### src/rtl/motor_pulse_tx.sv
module motor_pulse_tx #(
  parameter int SLOT_CYC = 167,
  parameter int HI0_CYC  = 62,
  parameter int HI1_CYC  = 125,
  parameter int GAP_CYC  = 200
) (
  input  logic        clk,
  input  logic        rst_n,
  input  logic        run,
  input  logic [10:0] throttle,
  input  logic        telem_req,
  output logic        line_out
);
  localparam int NBITS = 16;
  localparam int CW    = $clog2(SLOT_CYC);
  localparam int GW    = $clog2(GAP_CYC + 1);
  localparam int BW    = $clog2(NBITS);

  logic [11:0]      payload;
  logic [3:0]       csum;
  logic [NBITS-1:0] word;
  logic             in_frame;
  logic [CW-1:0]    slot_cnt;
  logic [BW-1:0]    bit_idx;
  logic [NBITS-1:0] shreg;
  logic [GW-1:0]    gap_cnt;
  logic [CW-1:0]    hi_len;

  assign payload = {throttle, telem_req};
  assign csum    = payload[11:8] ^ payload[7:4] ^ payload[3:0];
  assign word    = {payload, csum};
  assign hi_len  = shreg[NBITS-1] ? CW'(HI1_CYC) : CW'(HI0_CYC);
  assign line_out = in_frame && (slot_cnt < hi_len);

  always_ff @(posedge clk) begin
    if (!rst_n) begin
      in_frame <= 1'b0;
      slot_cnt <= '0;
      bit_idx  <= '0;
      shreg    <= '0;
      gap_cnt  <= '0;
    end else if (!in_frame) begin
      if (gap_cnt == GW'(GAP_CYC) && run) begin
        in_frame <= 1'b1;
        shreg    <= word;
        slot_cnt <= '0;
        bit_idx  <= '0;
        gap_cnt  <= '0;
      end else if (gap_cnt != GW'(GAP_CYC)) begin
        gap_cnt <= gap_cnt + 1'b1;
      end
    end else if (slot_cnt == CW'(SLOT_CYC - 1)) begin
      slot_cnt <= '0;
      shreg    <= {shreg[NBITS-2:0], 1'b0};
      if (bit_idx == BW'(NBITS - 1)) in_frame <= 1'b0;
      else bit_idx <= bit_idx + 1'b1;
    end else begin
      slot_cnt <= slot_cnt + 1'b1;
    end
  end
endmodule

### config.mk
export PLATFORM = sky130hd
export DESIGN_NAME = motor_pulse_tx
export DESIGN_NICKNAME = d
export VERILOG_FILES = /design/src/rtl/motor_pulse_tx.sv
export SDC_FILE = /design/constraint.sdc
export NUM_CORES = 1
export LEC_CHECK = 0
export BUFFER_PORTS_ARGS = -buffer_cell sky130_fd_sc_hd__buf_2
export CORE_AREA = 2 2 108 58
export DETAILED_ROUTE_END_ITERATION = 7
export DIE_AREA = 0 0 110 60
export SYNTH_ARGS = -nofsm -noshare
export SYNTH_HDL_FRONTEND = slang
export SYNTH_SLANG_ARGS = --single-unit
export TNS_END_PERCENT = 30
### constraint.sdc
create_clock -name clk -period 2.2 [get_ports clk]
set_clock_uncertainty 0.2 [all_clocks]
set_input_delay 0.44 -clock clk [delete_from_list [all_inputs] [get_ports clk]]
set_output_delay 0.44 -clock clk [all_outputs]
set_load 0.02 [all_outputs]
== Yosys cells after proc, flatten, opt, wreduce, memory -nomap -nowiden ==
Index checks and enable logic that the tools add are counted.

* Register bits: 37
* Input port bits: 15
* Output and inout port bits: 1
* Word-level logic and storage cells: 42

* $add $sub $neg: 3
* Order comparisons: 1
* Equality and inequality tests: 6
* Multiplexer cells: 17
* Bitwise logic cells: 3
* Reduce and logical (&&, ||, !) cells: 7

{| class="wikitable"
|+ Operator list
! operator !! number
|-
| 16-bit 2-to-1 mux || 3
|-
| 8-bit 2-to-1 mux || 5
|-
| 8-bit by 1-bit adder with 8-bit output, second input constant || 2
|-
| 8-bit == test, second input constant || 2
|-
| 4-bit 2-to-1 mux || 4
|-
| 8-bit by 7-bit < comparator with 1-bit output || 1
|-
| 8-bit inequality test, second input constant || 1
|-
| 4-bit bitwise XOR || 2
|-
| 7-bit 2-to-1 mux || 1
|-
| 4-bit by 1-bit adder with 4-bit output, second input constant || 1
|-
| 4-bit == test, second input constant || 1
|-
| 1-bit 2-to-1 mux || 4
|-
| 2-bit AND reduction || 2
|-
| 2-bit nonzero test || 2
|-
| 3-bit AND reduction || 1
|-
| 1-bit logical AND || 2
|-
| 2-bit by 1-bit inequality test with 1-bit output, second input constant || 1
|-
| 2-bit inequality test, second input constant || 1
|-
| 1-bit NOT || 1
|}

== Longest topological paths before layout ==
* Depth in word-level cells: 4
* Mapped depth: 7
* Gate-level depth less buffers: 6

== Worst setup path after synthesis ==
Ideal clock, no wire load.

* Path kind: register to output
* Start: register slot_cnt[1]
* End: output port line_out
* Arrival time: 1.423 ns
* Required time: 1.560 ns
* Path slack: 0.137 ns
* Cell stages (with the launch flop): 5
* Buffers on the path: 0
* Path through: dfxtp_1 -> ha_1 -> a21oi_1 -> nor4b_1 -> nor4_1

* Cells in the longest elaborated chain, start to end: 2

{| class="wikitable"
|+ RTL lines
! what !! RTL line !! RTL
|-
| start: declaration || 23 || <nowiki>logic [CW-1:0] slot_cnt;</nowiki>
|-
| start signal: assignment || 58 || <nowiki>slot_cnt <= slot_cnt + 1'b1;</nowiki>
|-
| 8-bit by 7-bit < comparator with 1-bit output || 33 || <nowiki>assign line_out = in_frame && (slot_cnt < hi_len);</nowiki>
|-
| 1-bit logical AND || 33 ||
|-
| end: declaration || 12 || <nowiki>output logic line_out</nowiki>
|}

No other way between the ends.

== Final worst setup path ==
* Start: register shreg[15]
* End: output port line_out

* Cells in the longest elaborated chain, start to end: 3

{| class="wikitable"
|+ RTL lines
! what !! RTL line !! RTL
|-
| start: declaration || 25 || <nowiki>logic [NBITS-1:0] shreg;</nowiki>
|-
| start signal: assignment || 45 || <nowiki>shreg <= word;</nowiki>
|-
| start signal: assignment || 54 || <nowiki>shreg <= {shreg[NBITS-2:0], 1'b0};</nowiki>
|-
| 7-bit 2-to-1 mux || 32 || <nowiki>assign hi_len = shreg[NBITS-1] ? CW'(HI1_CYC) : CW'(HI0_CYC);</nowiki>
|-
| 8-bit by 7-bit < comparator with 1-bit output || 33 ||
|-
| 1-bit logical AND || 33 ||
|}

No other way between the ends.

==> run metrics <==
worst path arrival time=~1500 ps; total track usage=0.179; net count after synthesis=250; Rel. slew slack=0.646; Required @ worst endpoint=about 1600 ps; final worst slack=61.9 ps; post-layout utilization of the core=0.438; Synth top area share=0.356; post-layout min period=about 2100 ps; cts bufs inserted=5; startpoint type of the worst setup path=flip-flop; post-route DRC violation count=0; total congestion overflow=0; number of diodes=0; Synth Warn #=0; most frequent cell after synthesis=dfxtp_1; H-tree depth=2; clock share of power=0.455; final wirelength=5370 µm; Yosys top cell by area=dfxtp_1; initial antenna violation count=0; crit-path max FO=4; flops & latches, synth=37; Detail Placement HPWL=slightly below 4000 µm; First DRT Iteration DRCs=84; Hold WC Path Type=in2reg; CTS tree=yes; P_sw=0.000309 W; post-synth cell types=51; wire length per cell=around 16 µm; Clk Tree Root Cell=clkbuf_8; Async SR Flop Fraction=0; Core ar.=between 5000 and 6000 µm²; layout cells sized above 1=0.225; PortBufs=15; clk buf depth=2; RSZ-0062 raised after global routing=yes; Via density=roughly 5.6; Setup CP Type=reg2out; Avg Inst Size Synth=roughly 9.1 µm²; largest cells by area after synthesis=dfxtp_1 36%, mux2i_1 10%, ha_1 4.2%, o22ai_1 3.9%, nand2_1 3.6%; mapped cell area=approximately 2100 µm²; Final GP Congestion=0.796; worst skew pair latency=300 ps; site row count=20; Final Hold Fails=0; Place WS=roughly 80 ps; Power per Cell Area=around 550 nW/µm²; status=complete, no violations; Leak=~1 nW; Initial Utilization=0.363; io pins=16; Max Clock Freq=about 0.47 GHz; nets=around 280; internal power=0.00107 W; Post-Synthesis Cells=228; vias in the first global route=between 1.5k and 2k; ys flop type=dfxtp_1; Logic pwr share=0.056; first-pass GRT wire length=between 8000 and 9000 µm; final hold slack=between 200 and 300 ps; Net Sw Frac=0.224; Sequential Power Share=0.488; final setup violation count=0; Worst setup EP type=primary output; Routed Antenna Nets=0; chip height=approximately 60 µm; P&R area growth vs syn=20.6%; maximum VDD drop=around 0.27 mV; largest net degree at the start of global routing=27; Worst-Margin Slew=524 ps; first drt pass iteration count=4; clk sinks=37; Die ar.=roughly 6600 µm²; number of synthesized flops with an enable pin=0; TNS Setup=0 ps; Post-synth top cells=37 x dfxtp_1, 21 x mux2i_1, 20 x nand2_1; Power Total=between 0.001 and 0.0015 W; Clock transition at path regs=approximately 80 ps; Seq/Total Area, Yosys=0.356; routed vias=1866; DIE WIDTH=approximately 110 µm; max-cap violation count=0; fin crit share=0.972; Final Max Tran Viols=0
[cell type report]
type                    instances  area (µm²)
clock buffers                   7        86.3
clock inverters                 1        30.0
repair buffers                 32         215
multi-input cells             172        1300
fillers                       571        3220
well taps                      77        96.3
inverters                       9        33.8
flip-flops and latches         37         751
[logic make-up after synthesis]
family          count (synthesis)  synth area share
compound gates                 58             0.201
xor+xnor                       13            0.0547
fa+ha+maj                       7            0.0421
buf+inv                        19            0.0505
flops                          37             0.356
mux                            21             0.101
simple gates                   73             0.195
[final timing paths]
kind	start	slack, ps	end	depth (start not counted)
max	shreg[15]	60	line_out	5
min	telem_req	280	shreg[4]	3
max reg2reg	gap_cnt[0]	130	slot_cnt[5]	6
min reg2reg	shreg[2]	300	shreg[2]	1
[power groups by stage]
| stage | combinational [W] | clock [W] | sequential [W] |
|---|---|---|---|
| 3_5_place_dp | 0.0000767 | 0 | 0.000693 |
| 3_3_place_gp | 0.0000763 | 0 | 0.000693 |
| 5_1_grt | 0.0000872 | 0.000681 | 0.000675 |
| 4_1_cts | 0.0000772 | 0.000646 | 0.000675 |
| 6_report | 0.0000781 | 0.000630 | 0.000675 |
| 2_1_floorplan | 0.0000433 | 0 | 0.000693 |
[registers in the layout (all words and copies together), names as in the netlist]
signal / cells
bit_idx: 4
gap_cnt: 8
in_frame: 1
shreg: 16
slot_cnt: 8
[placed cells by master, fill, tap and decap left out, types with 2 or more instances in the layout]
cell	netlist	final
o32ai_1	2	2
nand3_1	11	11
nor2b_1	2	2
o21ai_0	4	4
a31oi_1	3	3
dfxtp_2	0	2
dfxtp_4	0	2
nor2_1	10	10
dfxtp_1	37	33
o211a_1	3	3
a21oi_4	1	2
nand2_1	20	20
nand4_1	5	5
mux2i_1	21	21
buf_4	0	16
nor3_1	5	5
inv_1	8	7
xnor2_1	7	7
clkbuf_8	1	6
buf_2	1	15
o22ai_1	13	13
o311ai_1	2	2
o211ai_1	2	2
a21oi_1	12	11
o2111ai_1	3	3
or3_1	2	2
xor2_1	6	6
ha_4	0	2
nor3b_1	2	2
and4_1	3	3
ha_1	7	5
a2bb2oi_1	2	2
a211oi_1	3	3
[metal layers]
metal,GRT usage,vias up,share of wire
met4,0.0669,0,0.012
met5,0,-,0
li1,-,922,-
met2,0.230,42,0.38
met1,0.275,894,0.56
met3,0.0491,8,0.056
[through the flow]
stage | instance area (µm²) | instances
floorplan | 2080 | 228
CTS | 2500 | 335
global placement | 2310 | 325
detailed placement | 2310 | 325
global route | 2510 | 335
finish | 2510 | 335
[worst max-delay path, stage by stage, from the launching register on]
cell and delay, ps:
dfxtp_4 370, ha_4 280, a21oi_4 50, nor4b_4 270, nor4_2 70, buf_2 160
[what timing repair did]
item | in CTS | in global routing
setup endpoints to repair | 1 | 2
hold buffers | 0 | 0
pin swaps | 1 | 1
setup buffers | 2 | 0
resized for setup | 13 | 2
(Power assumes the default switching activity.)
